$ cat config.mk
export PLATFORM = sky130hd
export DESIGN_NAME = cfg_dma_engine
export DESIGN_NICKNAME = d
export VERILOG_FILES = /design/src/rtl/cfg_dma_pkg.sv /design/src/rtl/cfg_dma_regif.sv /design/src/rtl/cfg_dma_sel.sv /design/src/rtl/cfg_dma_fsm.sv /design/src/rtl/cfg_dma_engine.sv
export SDC_FILE = /design/constraint.sdc
export NUM_CORES = 1
export LEC_CHECK = 0
export BUFFER_PORTS_ARGS = -buffer_cell sky130_fd_sc_hd__buf_2
export CORE_ASPECT_RATIO = 1.1
export CORE_MARGIN = 3
export CORE_UTILIZATION = 38
export CTS_BUF_LIST = sky130_fd_sc_hd__clkbuf_16
export DETAILED_ROUTE_END_ITERATION = 8
export PLACE_DENSITY = 0.65
export RECOVER_POWER = 25
export SETUP_SLACK_MARGIN = 0.4
export SLEW_MARGIN = 10
export SYNTH_ARGS = -nofsm -noshare
export SYNTH_HDL_FRONTEND = slang
export SYNTH_SLANG_ARGS = --single-unit
export TNS_END_PERCENT = 50
$ cat constraint.sdc
create_clock -name clk -period 13 [get_ports clk]
set_input_delay 0.65 -clock clk [delete_from_list [all_inputs] [get_ports clk]]
set_output_delay 0.65 -clock clk [all_outputs]
set_load 0.005 [all_outputs]
$ cat src/rtl/cfg_dma_pkg.sv
package cfg_dma_pkg;

    localparam int ADDR_W     = 64;
    localparam int KEY_W      = 16;
    localparam int LEN_W      = 32;
    localparam int DESC_BYTES = 16;
    localparam int DESC_W     = DESC_BYTES * 8;
    localparam int CNT_W      = $clog2(DESC_BYTES);
    localparam int CTL_BYTES  = 4;

    // control word bit positions (software visible)
    localparam int CB_ERR  = 0;
    localparam int CB_RD   = 1;
    localparam int CB_SKIP = 2;
    localparam int CB_SEL  = 3;
    localparam int CB_WR   = 4;

    typedef enum logic [2:0] {
        ST_IDLE,
        ST_FETCH,
        ST_DECODE,
        ST_STEP,
        ST_PUT,
        ST_GET,
        ST_WBACK
    } eng_state_t;

    typedef enum logic [1:0] {
        OP_NONE,
        OP_READ,
        OP_WRITE,
        OP_SKIP
    } eng_op_t;

    function automatic logic [63:0] sig_slice(input logic [63:0] sig,
                                              input logic [2:0]  off,
                                              input logic [3:0]  size);
        logic [63:0] val;
        int          span;
        span = int'(off) + int'(size);
        if (!(size == 4'd1 || size == 4'd2 || size == 4'd4 || size == 4'd8) || span > 8)
            return 64'd0;
        val = sig >> (8 * (8 - span));
        if (size != 4'd8)
            val = val & ((64'd1 << (8 * int'(size))) - 64'd1);
        return val;
    endfunction

endpackage

$ cat src/rtl/cfg_dma_regif.sv
module cfg_dma_regif
    import cfg_dma_pkg::*;
#(
    parameter logic [63:0] SIGNATURE = 64'h4346_4744_4D41_3031
) (
    input  logic              clk,
    input  logic              rst_n,
    input  logic              busy,
    input  logic              wr,
    input  logic [2:0]        off,
    input  logic [3:0]        size,
    input  logic [63:0]       wdata,
    output logic [63:0]       rdata,
    output logic              rej,
    output logic              start,
    output logic [ADDR_W-1:0] start_addr
);

    logic              legal;
    logic              take;
    logic [ADDR_W-1:0] hi_q;

    assign legal = (size == 4'd4 && (off == 3'd0 || off == 3'd4)) ||
                   (size == 4'd8 && off == 3'd0);
    assign rej   = wr && !legal;
    assign take  = wr && legal && !busy;
    assign start = take && (size == 4'd8 || off == 3'd4);
    assign rdata = sig_slice(SIGNATURE, off, size);

    always_comb begin
        if (size == 4'd8)
            start_addr = wdata[ADDR_W-1:0];
        else
            start_addr = hi_q | {32'd0, wdata[31:0]};
    end

    always_ff @(posedge clk or negedge rst_n) begin
        if (!rst_n)
            hi_q <= '0;
        else if (start)
            hi_q <= '0;
        else if (take)
            hi_q <= {wdata[31:0], 32'd0};
    end

endmodule

$ cat src/rtl/cfg_dma_sel.sv
module cfg_dma_sel
    import cfg_dma_pkg::*;
(
    input  logic             clk,
    input  logic             rst_n,
    input  logic             busy,
    input  logic             port_wr,
    input  logic [KEY_W-1:0] port_key,
    input  logic             dma_sel,
    input  logic [KEY_W-1:0] dma_key,
    input  logic             adv,
    input  logic [LEN_W-1:0] adv_n,
    output logic [KEY_W-1:0] cur_key,
    output logic [LEN_W-1:0] cur_off
);

    always_ff @(posedge clk or negedge rst_n) begin
        if (!rst_n) begin
            cur_key <= '0;
            cur_off <= '0;
        end else if (dma_sel) begin
            cur_key <= dma_key;
            cur_off <= '0;
        end else if (port_wr && !busy) begin
            cur_key <= port_key;
            cur_off <= '0;
        end else if (adv) begin
            cur_off <= cur_off + adv_n;
        end
    end

endmodule

$ cat src/rtl/cfg_dma_fsm.sv
module cfg_dma_fsm
    import cfg_dma_pkg::*;
(
    input  logic              clk,
    input  logic              rst_n,
    input  logic              start,
    input  logic [ADDR_W-1:0] start_addr,
    output logic              busy,
    output logic              mem_req,
    output logic              mem_we,
    output logic [ADDR_W-1:0] mem_addr,
    output logic [7:0]        mem_wdata,
    input  logic              mem_ack,
    input  logic              mem_err,
    input  logic [7:0]        mem_rdata,
    input  logic              item_valid,
    input  logic              item_writable,
    input  logic [LEN_W-1:0]  item_len,
    input  logic [7:0]        item_rdata,
    input  logic [LEN_W-1:0]  cur_off,
    output logic              item_wr,
    output logic [7:0]        item_wdata,
    output logic              dma_sel,
    output logic [KEY_W-1:0]  dma_key,
    output logic              adv,
    output logic [LEN_W-1:0]  adv_n
);

    eng_state_t        state_q;
    logic [CNT_W-1:0]  cnt_q;
    logic [DESC_W-1:0] desc_q;
    logic [ADDR_W-1:0] base_q;
    logic [ADDR_W-1:0] maddr_q;
    logic [LEN_W-1:0]  len_q;
    eng_op_t           op_q;
    logic              err_q;
    logic [7:0]        byte_q;
    logic              from_item_q;

    logic [31:0]       ctl_w;
    eng_op_t           op_dec;
    logic              avail;
    logic [LEN_W-1:0]  rem;
    logic [LEN_W-1:0]  skip_n;
    logic              ok_ack;

    assign ctl_w  = desc_q[DESC_W-1 -: 32];
    assign avail  = item_valid && (cur_off < item_len);
    assign rem    = item_len - cur_off;
    assign skip_n = (len_q < rem) ? len_q : rem;
    assign ok_ack = mem_ack && !mem_err;

    always_comb begin
        if (ctl_w[CB_RD])
            op_dec = OP_READ;
        else if (ctl_w[CB_WR])
            op_dec = OP_WRITE;
        else if (ctl_w[CB_SKIP])
            op_dec = OP_SKIP;
        else
            op_dec = OP_NONE;
    end

    // state register and transfer datapath
    always_ff @(posedge clk or negedge rst_n) begin
        if (!rst_n) begin
            state_q     <= ST_IDLE;
            cnt_q       <= '0;
            desc_q      <= '0;
            base_q      <= '0;
            maddr_q     <= '0;
            len_q       <= '0;
            op_q        <= OP_NONE;
            err_q       <= 1'b0;
            byte_q      <= '0;
            from_item_q <= 1'b0;
        end else begin
            unique case (state_q)
                ST_IDLE: begin
                    if (start) begin
                        base_q  <= start_addr;
                        cnt_q   <= '0;
                        err_q   <= 1'b0;
                        state_q <= ST_FETCH;
                    end
                end
                ST_FETCH: begin
                    if (mem_ack) begin
                        if (mem_err) begin
                            err_q   <= 1'b1;
                            cnt_q   <= '0;
                            state_q <= ST_WBACK;
                        end else begin
                            desc_q <= {desc_q[DESC_W-9:0], mem_rdata};
                            cnt_q  <= cnt_q + 1'b1;
                            if (cnt_q == CNT_W'(DESC_BYTES - 1))
                                state_q <= ST_DECODE;
                        end
                    end
                end
                ST_DECODE: begin
                    len_q   <= desc_q[DESC_W-33 -: LEN_W];
                    maddr_q <= desc_q[ADDR_W-1:0];
                    op_q    <= op_dec;
                    cnt_q   <= '0;
                    state_q <= (op_dec == OP_NONE) ? ST_WBACK : ST_STEP;
                end
                ST_STEP: begin
                    if (len_q == '0) begin
                        state_q <= ST_WBACK;
                    end else begin
                        unique case (op_q)
                            OP_READ: begin
                                byte_q      <= avail ? item_rdata : 8'd0;
                                from_item_q <= avail;
                                state_q     <= ST_PUT;
                            end
                            OP_WRITE: begin
                                if (!avail || !item_writable) begin
                                    err_q   <= 1'b1;
                                    state_q <= ST_WBACK;
                                end else begin
                                    state_q <= ST_GET;
                                end
                            end
                            OP_SKIP: begin
                                len_q   <= '0;
                                maddr_q <= maddr_q + ADDR_W'(len_q);
                                state_q <= ST_WBACK;
                            end
                            default: state_q <= ST_WBACK;
                        endcase
                    end
                end
                ST_PUT, ST_GET: begin
                    if (mem_ack) begin
                        if (mem_err) begin
                            err_q   <= 1'b1;
                            state_q <= ST_WBACK;
                        end else begin
                            maddr_q <= maddr_q + 1'b1;
                            len_q   <= len_q - 1'b1;
                            state_q <= ST_STEP;
                        end
                    end
                end
                ST_WBACK: begin
                    if (mem_ack) begin
                        cnt_q <= cnt_q + 1'b1;
                        if (cnt_q == CNT_W'(CTL_BYTES - 1))
                            state_q <= ST_IDLE;
                    end
                end
                default: state_q <= ST_IDLE;
            endcase
        end
    end

    // outputs
    always_comb begin
        busy       = (state_q != ST_IDLE);
        mem_req    = 1'b0;
        mem_we     = 1'b0;
        mem_addr   = '0;
        mem_wdata  = '0;
        item_wr    = 1'b0;
        item_wdata = mem_rdata;
        dma_sel    = 1'b0;
        dma_key    = ctl_w[31:16];
        adv        = 1'b0;
        adv_n      = '0;
        unique case (state_q)
            ST_IDLE: ;
            ST_FETCH: begin
                mem_req  = 1'b1;
                mem_addr = base_q + ADDR_W'(cnt_q);
            end
            ST_DECODE: begin
                dma_sel = ctl_w[CB_SEL];
            end
            ST_STEP: begin
                if (op_q == OP_SKIP && len_q != '0 && avail) begin
                    adv   = 1'b1;
                    adv_n = skip_n;
                end
            end
            ST_PUT: begin
                mem_req   = 1'b1;
                mem_we    = 1'b1;
                mem_addr  = maddr_q;
                mem_wdata = byte_q;
                if (ok_ack && from_item_q) begin
                    adv   = 1'b1;
                    adv_n = LEN_W'(1);
                end
            end
            ST_GET: begin
                mem_req  = 1'b1;
                mem_addr = maddr_q;
                if (ok_ack) begin
                    item_wr = 1'b1;
                    adv     = 1'b1;
                    adv_n   = LEN_W'(1);
                end
            end
            ST_WBACK: begin
                mem_req  = 1'b1;
                mem_we   = 1'b1;
                mem_addr = base_q + ADDR_W'(cnt_q);
                // big-endian control word: only the last byte carries the error bit
                mem_wdata = (cnt_q == CNT_W'(CTL_BYTES - 1)) ? {7'd0, err_q} : 8'd0;
            end
            default: ;
        endcase
    end

endmodule

$ cat src/rtl/cfg_dma_engine.sv
module cfg_dma_engine
    import cfg_dma_pkg::*;
#(
    parameter logic [63:0] SIGNATURE = 64'h4346_4744_4D41_3031
) (
    input  logic        clk,
    input  logic        rst_n,
    input  logic        reg_wr,
    input  logic [2:0]  reg_off,
    input  logic [3:0]  reg_size,
    input  logic [63:0] reg_wdata,
    output logic [63:0] reg_rdata,
    output logic        reg_rej,
    input  logic        sel_wr,
    input  logic [15:0] sel_key,
    output logic        busy,
    output logic [15:0] cur_key,
    output logic [31:0] cur_off,
    input  logic        item_valid,
    input  logic        item_writable,
    input  logic [31:0] item_len,
    input  logic [7:0]  item_rdata,
    output logic        item_wr,
    output logic [7:0]  item_wdata,
    output logic        mem_req,
    output logic        mem_we,
    output logic [63:0] mem_addr,
    output logic [7:0]  mem_wdata,
    input  logic        mem_ack,
    input  logic        mem_err,
    input  logic [7:0]  mem_rdata
);

    logic              start;
    logic [ADDR_W-1:0] start_addr;
    logic              dma_sel;
    logic [KEY_W-1:0]  dma_key;
    logic              adv;
    logic [LEN_W-1:0]  adv_n;

    cfg_dma_regif #(.SIGNATURE(SIGNATURE)) regif_i (
        .clk        (clk),
        .rst_n      (rst_n),
        .busy       (busy),
        .wr         (reg_wr),
        .off        (reg_off),
        .size       (reg_size),
        .wdata      (reg_wdata),
        .rdata      (reg_rdata),
        .rej        (reg_rej),
        .start      (start),
        .start_addr (start_addr)
    );

    cfg_dma_sel sel_i (
        .clk      (clk),
        .rst_n    (rst_n),
        .busy     (busy),
        .port_wr  (sel_wr),
        .port_key (sel_key),
        .dma_sel  (dma_sel),
        .dma_key  (dma_key),
        .adv      (adv),
        .adv_n    (adv_n),
        .cur_key  (cur_key),
        .cur_off  (cur_off)
    );

    cfg_dma_fsm fsm_i (
        .clk           (clk),
        .rst_n         (rst_n),
        .start         (start),
        .start_addr    (start_addr),
        .busy          (busy),
        .mem_req       (mem_req),
        .mem_we        (mem_we),
        .mem_addr      (mem_addr),
        .mem_wdata     (mem_wdata),
        .mem_ack       (mem_ack),
        .mem_err       (mem_err),
        .mem_rdata     (mem_rdata),
        .item_valid    (item_valid),
        .item_writable (item_writable),
        .item_len      (item_len),
        .item_rdata    (item_rdata),
        .cur_off       (cur_off),
        .item_wr       (item_wr),
        .item_wdata    (item_wdata),
        .dma_sel       (dma_sel),
        .dma_key       (dma_key),
        .adv           (adv),
        .adv_n         (adv_n)
    );

endmodule

# Word-level counts from Yosys, hierarchy flattened
# Index checks and enable logic that the tools add are counted.
[totals]
ff_bits = 419
in_bits = 143
[op_classes]
add_sub_neg = 10
order_cmp = 3
n_eq_ne = 30
shifts = 2
n_mux = 67
bitwise = 4
n_reduce_logical = 50
[op_table]
columns = ["op", "n"]
rows = [
  ["$mux 64", 10],
  ["$mux 32", 9],
  ["$pmux 32 s3", 2],
  ["$pmux 64 s3", 1],
  ["$pmux 64 s2", 1],
  ["$add 64x1->64 const B", 1],
  ["$add 64x32->64", 1],
  ["$add 64x4->64", 1],
  ["$and 64x64->64", 1],
  ["$lt 32x32->1", 2],
  ["$or 64x32->64", 1],
  ["$shl 1x7->64 const A", 1],
  ["$shr 63x32->64 const A", 1],
  ["$sub 64x1->64 const B", 1],
  ["$add 32x32->32", 1],
  ["$gt 32x5->1 const B", 1],
  ["$logic_not 32->1", 1],
  ["$mux 16", 2],
  ["$reduce_bool 32->1", 1],
  ["$sub 32x1->32 const B", 1],
  ["$sub 32x32->32", 1],
  ["$mux 3", 10],
  ["$sub 5x29->29 const A", 1],
  ["$pmux 3 s6", 1],
  ["41 further kinds", 113],
]

# Logic depth before layout (Yosys ltp)
[logic_depth]
depth_word = 9
mapped_depth = 37

# Hierarchy
# Synthesis repeated with hierarchy kept, for this count alone.
[unflattened]
hier_cells = 3145
area_unflattened_um2 = 27283.7
[modules_own_cells]
columns = ["mod", "instances", "cells_each", "area_each_um2", "seq_area_each_um2"]
rows = [
  ["cfg_dma_fsm", 1, 2334, 20621.0, 7682.4],
  ["cfg_dma_sel", 1, 420, 3617.2, 1201.2],
  ["cfg_dma_regif", 1, 391, 3045.4, 800.8],
]

# Worst setup path after synthesis
# OpenSTA, ideal clock, no wires.
[synth_timing]
path_kind = "input to register"
start = "input port item_len[11]"
end = "register sel_i.cur_off[30]"
setup_ns = 0.121
arrival_time_ns = 6.932
slack_ns = 5.947
cell_stages = 30
path_buffers = 2
cell_sequence = "ha_1 > a211oi_1 > o211ai_1 > a221o_1 > a221oi_1 > o21ai_2 > a31oi_1 > o21bai_1 > a31oi_1 > xor2_1 > ha_1 > nand4_1 > o21ai_0 > nor3_1 > a21oi_1 > clkbuf_1 > buf_1 > mux2i_1 > nor2b_1 > ha_1 > nand2_1 > and2_1 > a221oi_1 > nand3_1 > o31ai_1 > a41oi_1 > a21oi_1 > a221oi_1 > xnor2_1 > a22o_1"
[synth_between]
elab_chain_len = 9
word_cells_on_any_way = 15
classes_between = "2 x add/sub; 2 x order compare; 8 x mux; 3 x reduce/logical"
[synth_lines]
columns = ["item", "line", "text"]
rows = [
  ["start, declared", "cfg_dma_engine.sv:21", "input logic [31:0] item_len,"],
  ["$sub 32x32->32 or $lt 32x32->1 (tied branches)", "cfg_dma_fsm.sv:49, cfg_dma_fsm.sv:48", ""],
  ["$lt 32x32->1 or $logic_and 1x1->1 (tied branches)", "cfg_dma_fsm.sv:50, cfg_dma_fsm.sv:48", ""],
  ["$mux 32 or $logic_and 1x1->1 (tied branches)", "cfg_dma_fsm.sv:50, cfg_dma_fsm.sv:182", ""],
  ["$mux 32", "cfg_dma_fsm.sv:182", "if (op_q == OP_SKIP && len_q != '0 && avail) begin"],
  ["$pmux 32 s3", "cfg_dma_fsm.sv:172", "unique case (state_q)"],
  ["$add 32x32->32", "cfg_dma_sel.sv:28", "cur_off <= cur_off + adv_n;"],
  ["$mux 32", "cfg_dma_sel.sv:27", "end else if (adv) begin"],
  ["$mux 32", "cfg_dma_sel.sv:24", "end else if (port_wr && !busy) begin"],
  ["$mux 32", "cfg_dma_sel.sv:21", "end else if (dma_sel) begin"],
  ["end signal, assigned", "cfg_dma_sel.sv:28", ""],
  ["end, declared", "cfg_dma_sel.sv:14", "output logic [LEN_W-1:0] cur_off"],
]
# Parallel ways exist; a longest one is shown, timed or not. The select of a mux whose other input is x is not followed.
# A chain may end at the register's enable or synchronous reset.

==> metrics.csv <==
metric,value,unit
status,finished with violations,
failing checks,"capacitance limit, slew limit",
CTS tree,yes,
R2R Path Start,sel_i.cur_off[1],
crit end category,asynchronous set/reset pin,
worst-margin pin slew,5.78,ns
Synth Area in Compound Gates,19.4,%
Synth cell types,87,
root buffer cell,clkbuf_16,
number of fill cells,6757,
Synth async-reset ratio,100,%
sequential power share,32.6,%
"non-filler cells, final",4147,
critical path peak fanout,147,
Final GP Congestion,0.935,
synthesized area,26300,µm²
Tightest Hold Check Type,primary input to flip-flop,
DRT Wirelength,82100,µm
largest family of logic cells by synthesized area,compound AO/OA/AOI/OAI gates,
Lkg Pwr,14.0,nW
Synth Area in Simple Gates,16.8,%
port bufs,314,
Setup WS pre-CTS,4.76,ns
Routed Antenna Nets,0,
Final Total Pwr,5.10,mW
placed cell count,4067,
number of placement rows,100,
Residual DRC,0,
worst skew pair latency,0.59,ns
Sw Share,42.8,%
area of placed instances,28400,µm²
post-CTS resize count,0,
vias per cell,5.56,
Final Instance Area,29900,µm²
post-synthesis mux area share,9.89,%
HPWL Detailed,61800,µm
CP Launch Type,primary input,
P per Cell Area,171,nW/µm²
"most common cell after layout, fill and taps aside",dfrtp_1,
"Top FF cell, synth",dfrtp_1,
Sw Pwr,2.18,mW
Peak VDD IR,0.000129,V
initial core utilization,38.6,%
GR Overflow Total,0,
routed vias,23100,
Finished Core Util,43.9,%
drt first pass iters,5,
"Seq/Total Area, Yosys",36.9,%
Hold Buf Count CTS,0,
deepest clock path buffer count,3,
Max-cap violations,2,
Worst Hold Slack,0.279,ns
Slew headroom,-286,%
initial DRC count,1658,
Reg2Reg Capture Point,sel_i.cur_off[30],
GRT Total Usage,22.1,%
Setup crit start,rst_n,
TritonCTS buffer count,45,
I/O Pins,340,
unrepaired setup endpoints after global routing,no,
Post-synth EDFFs,0,
clock share of power,25.4,%
Synth Area in XOR/XNOR,4.90,%
Syn-to-layout area delta,13.8,%
"FF+latch count, synth",387,
"Slew Viols, Final",255,
synthesized instance count,2980,
Final WS setup,4.64,ns
largest net degree at the start of global routing,148,
fin nets,3482,
Worst EP arrival,8.96,ns
Die Height,282,µm
synthesized-area fraction occupied by adder cells,6.96,%
post-CTS setup buffers,0,
Avg Synthesized Cell Area,8.81,µm²
H-tree depth,2,
placeable core area,68100,µm²
Tmin final,8.36,ns
CTS Sinks,387,
global-route wire length before repair,127000,µm
r2r setup slk,4.89,ns
Worst Reg2Reg Path Length in Cells,35,
Die Width,257,µm
highest-count cells in the layout ignoring fill and taps,"dfrtp_1, nand2_1, buf_2",
initial antenna violation count,2,
final hold violation count,0,
Synthesis Warnings,0,
Setup Crit Path Kind,primary input to asynchronous set/reset pin,
logic gate share of total power,42.0,%
worst clock skew,0.0176,ns
vias in the first global route,21800,
final period utilization,64.3,%
internal power,2.92,mW
die footprint,72300,µm²
setup TNS,0,ns
final setup fails,0,
clock transition at the registers of the reported paths,0.06,ns
Max Fclk,0.120,GHz
Critical Path Sink,fsm_i.base_q[7],
share of layout cells above drive strength 1,18.6,%
WL per Instance,19.8,µm
critical path required time,13.60,ns
==> worst max-delay path, stage by stage <==
cell and delay (ns):
clkbuf_1 3.97, clkbuf_2 3.07, buf_4 1.02
==> cells in the mapped netlist, types with 10 or more instances <==
cell	number	area, µm²
xnor2_1	78	683
nand2_1	346	1300
xor2_1	69	604
o21ai_1	12	60.1
a31oi_1	31	194
inv_1	110	413
o211ai_1	11	82.6
o21ai_0	287	1440
mux2i_1	76	761
nand3_1	64	320
a21oi_1	197	986
buf_2	11	55.1
and4_1	10	87.6
or3_1	23	144
and2_1	22	138
o31ai_1	23	173
nor3_1	65	325
a21o_1	60	450
nand4_1	35	219
o22ai_1	15	93.8
o21a_1	20	150
nor2_1	202	758
buf_4	45	338
nand2b_1	22	138
nor2b_1	40	250
a211oi_1	31	233
and3_1	51	319
nor4_1	10	62.6
mux2_2	163	1840
ha_1	138	1730
a22o_1	19	166
a311oi_1	21	184
o21bai_1	16	120
clkbuf_1	131	492
dfrtp_1	387	9680
a22oi_1	11	82.6
==> power groups by stage <==
stage	registers, mW	clock network, mW	logic, mW
2_1_floorplan	1.57	0	1.48
5_1_grt	1.69	1.37	2.38
6_report	1.66	1.30	2.14
3_3_place_gp	1.67	0	2.10
4_1_cts	1.66	1.32	2.12
3_5_place_dp	1.68	0	2.11
==> metal layers <==
layer	up-vias	global-route usage (%)	routed length (µm)
li1	11100	-	-
met2	775	35.7	37800
met1	11100	31.0	36500
met5	-	0	9
met3	128	2.83	5420
met4	2	6.92	2430
==> final cells by class <==
type | instances | area, µm² | share of cell area (%)
repair buffers | 340 | 1750 | 5.87
clock buffers | 45 | 1130 | 3.77
diodes | 1 | 2.50 | 0.00838
well taps | 918 | 1150 | 3.84
flip-flops and latches | 387 | 9680 | 32.4
clock inverters | 34 | 347 | 1.16
inverters | 110 | 413 | 1.38
multi-input cells | 2312 | 15400 | 51.6
==> flip-flops by register name, indices dropped and copies added (netlist names), 2 cells and up <==
register and count:
sel_i.cur_key 16, fsm_i.state_q 3, fsm_i.op_q 2, fsm_i.base_q 64, regif_i.hi_q 32, fsm_i.cnt_q 4, sel_i.cur_off 32, fsm_i.len_q 32
fsm_i.maddr_q 64, fsm_i.desc_q 128, fsm_i.byte_q 8
==> how the worst min path moves through the flow <==
stage	start	end	slack, ns	depth (start not counted)
after floorplan	rst_n	fsm_i.base_q[0]	0.35	0
after global routing	item_rdata[5]	fsm_i.byte_q[5]	0.27	2
final	item_rdata[5]	fsm_i.byte_q[5]	0.28	2
after CTS	rst_n	sel_i.cur_key[0]	0.15	1
after detailed placement	fsm_i.from_item_q	fsm_i.from_item_q	0.46	1
after global placement	fsm_i.from_item_q	fsm_i.from_item_q	0.46	1
==> kinds of logic after synthesis <==
family | after synthesis
other cells | 1
xor+xnor | 147
mux | 239
simple gates | 929
flops | 387
fa+ha+maj | 143
buf+inv | 305
compound gates | 829
No activity file was read; power rests on OpenSTA's default activity.
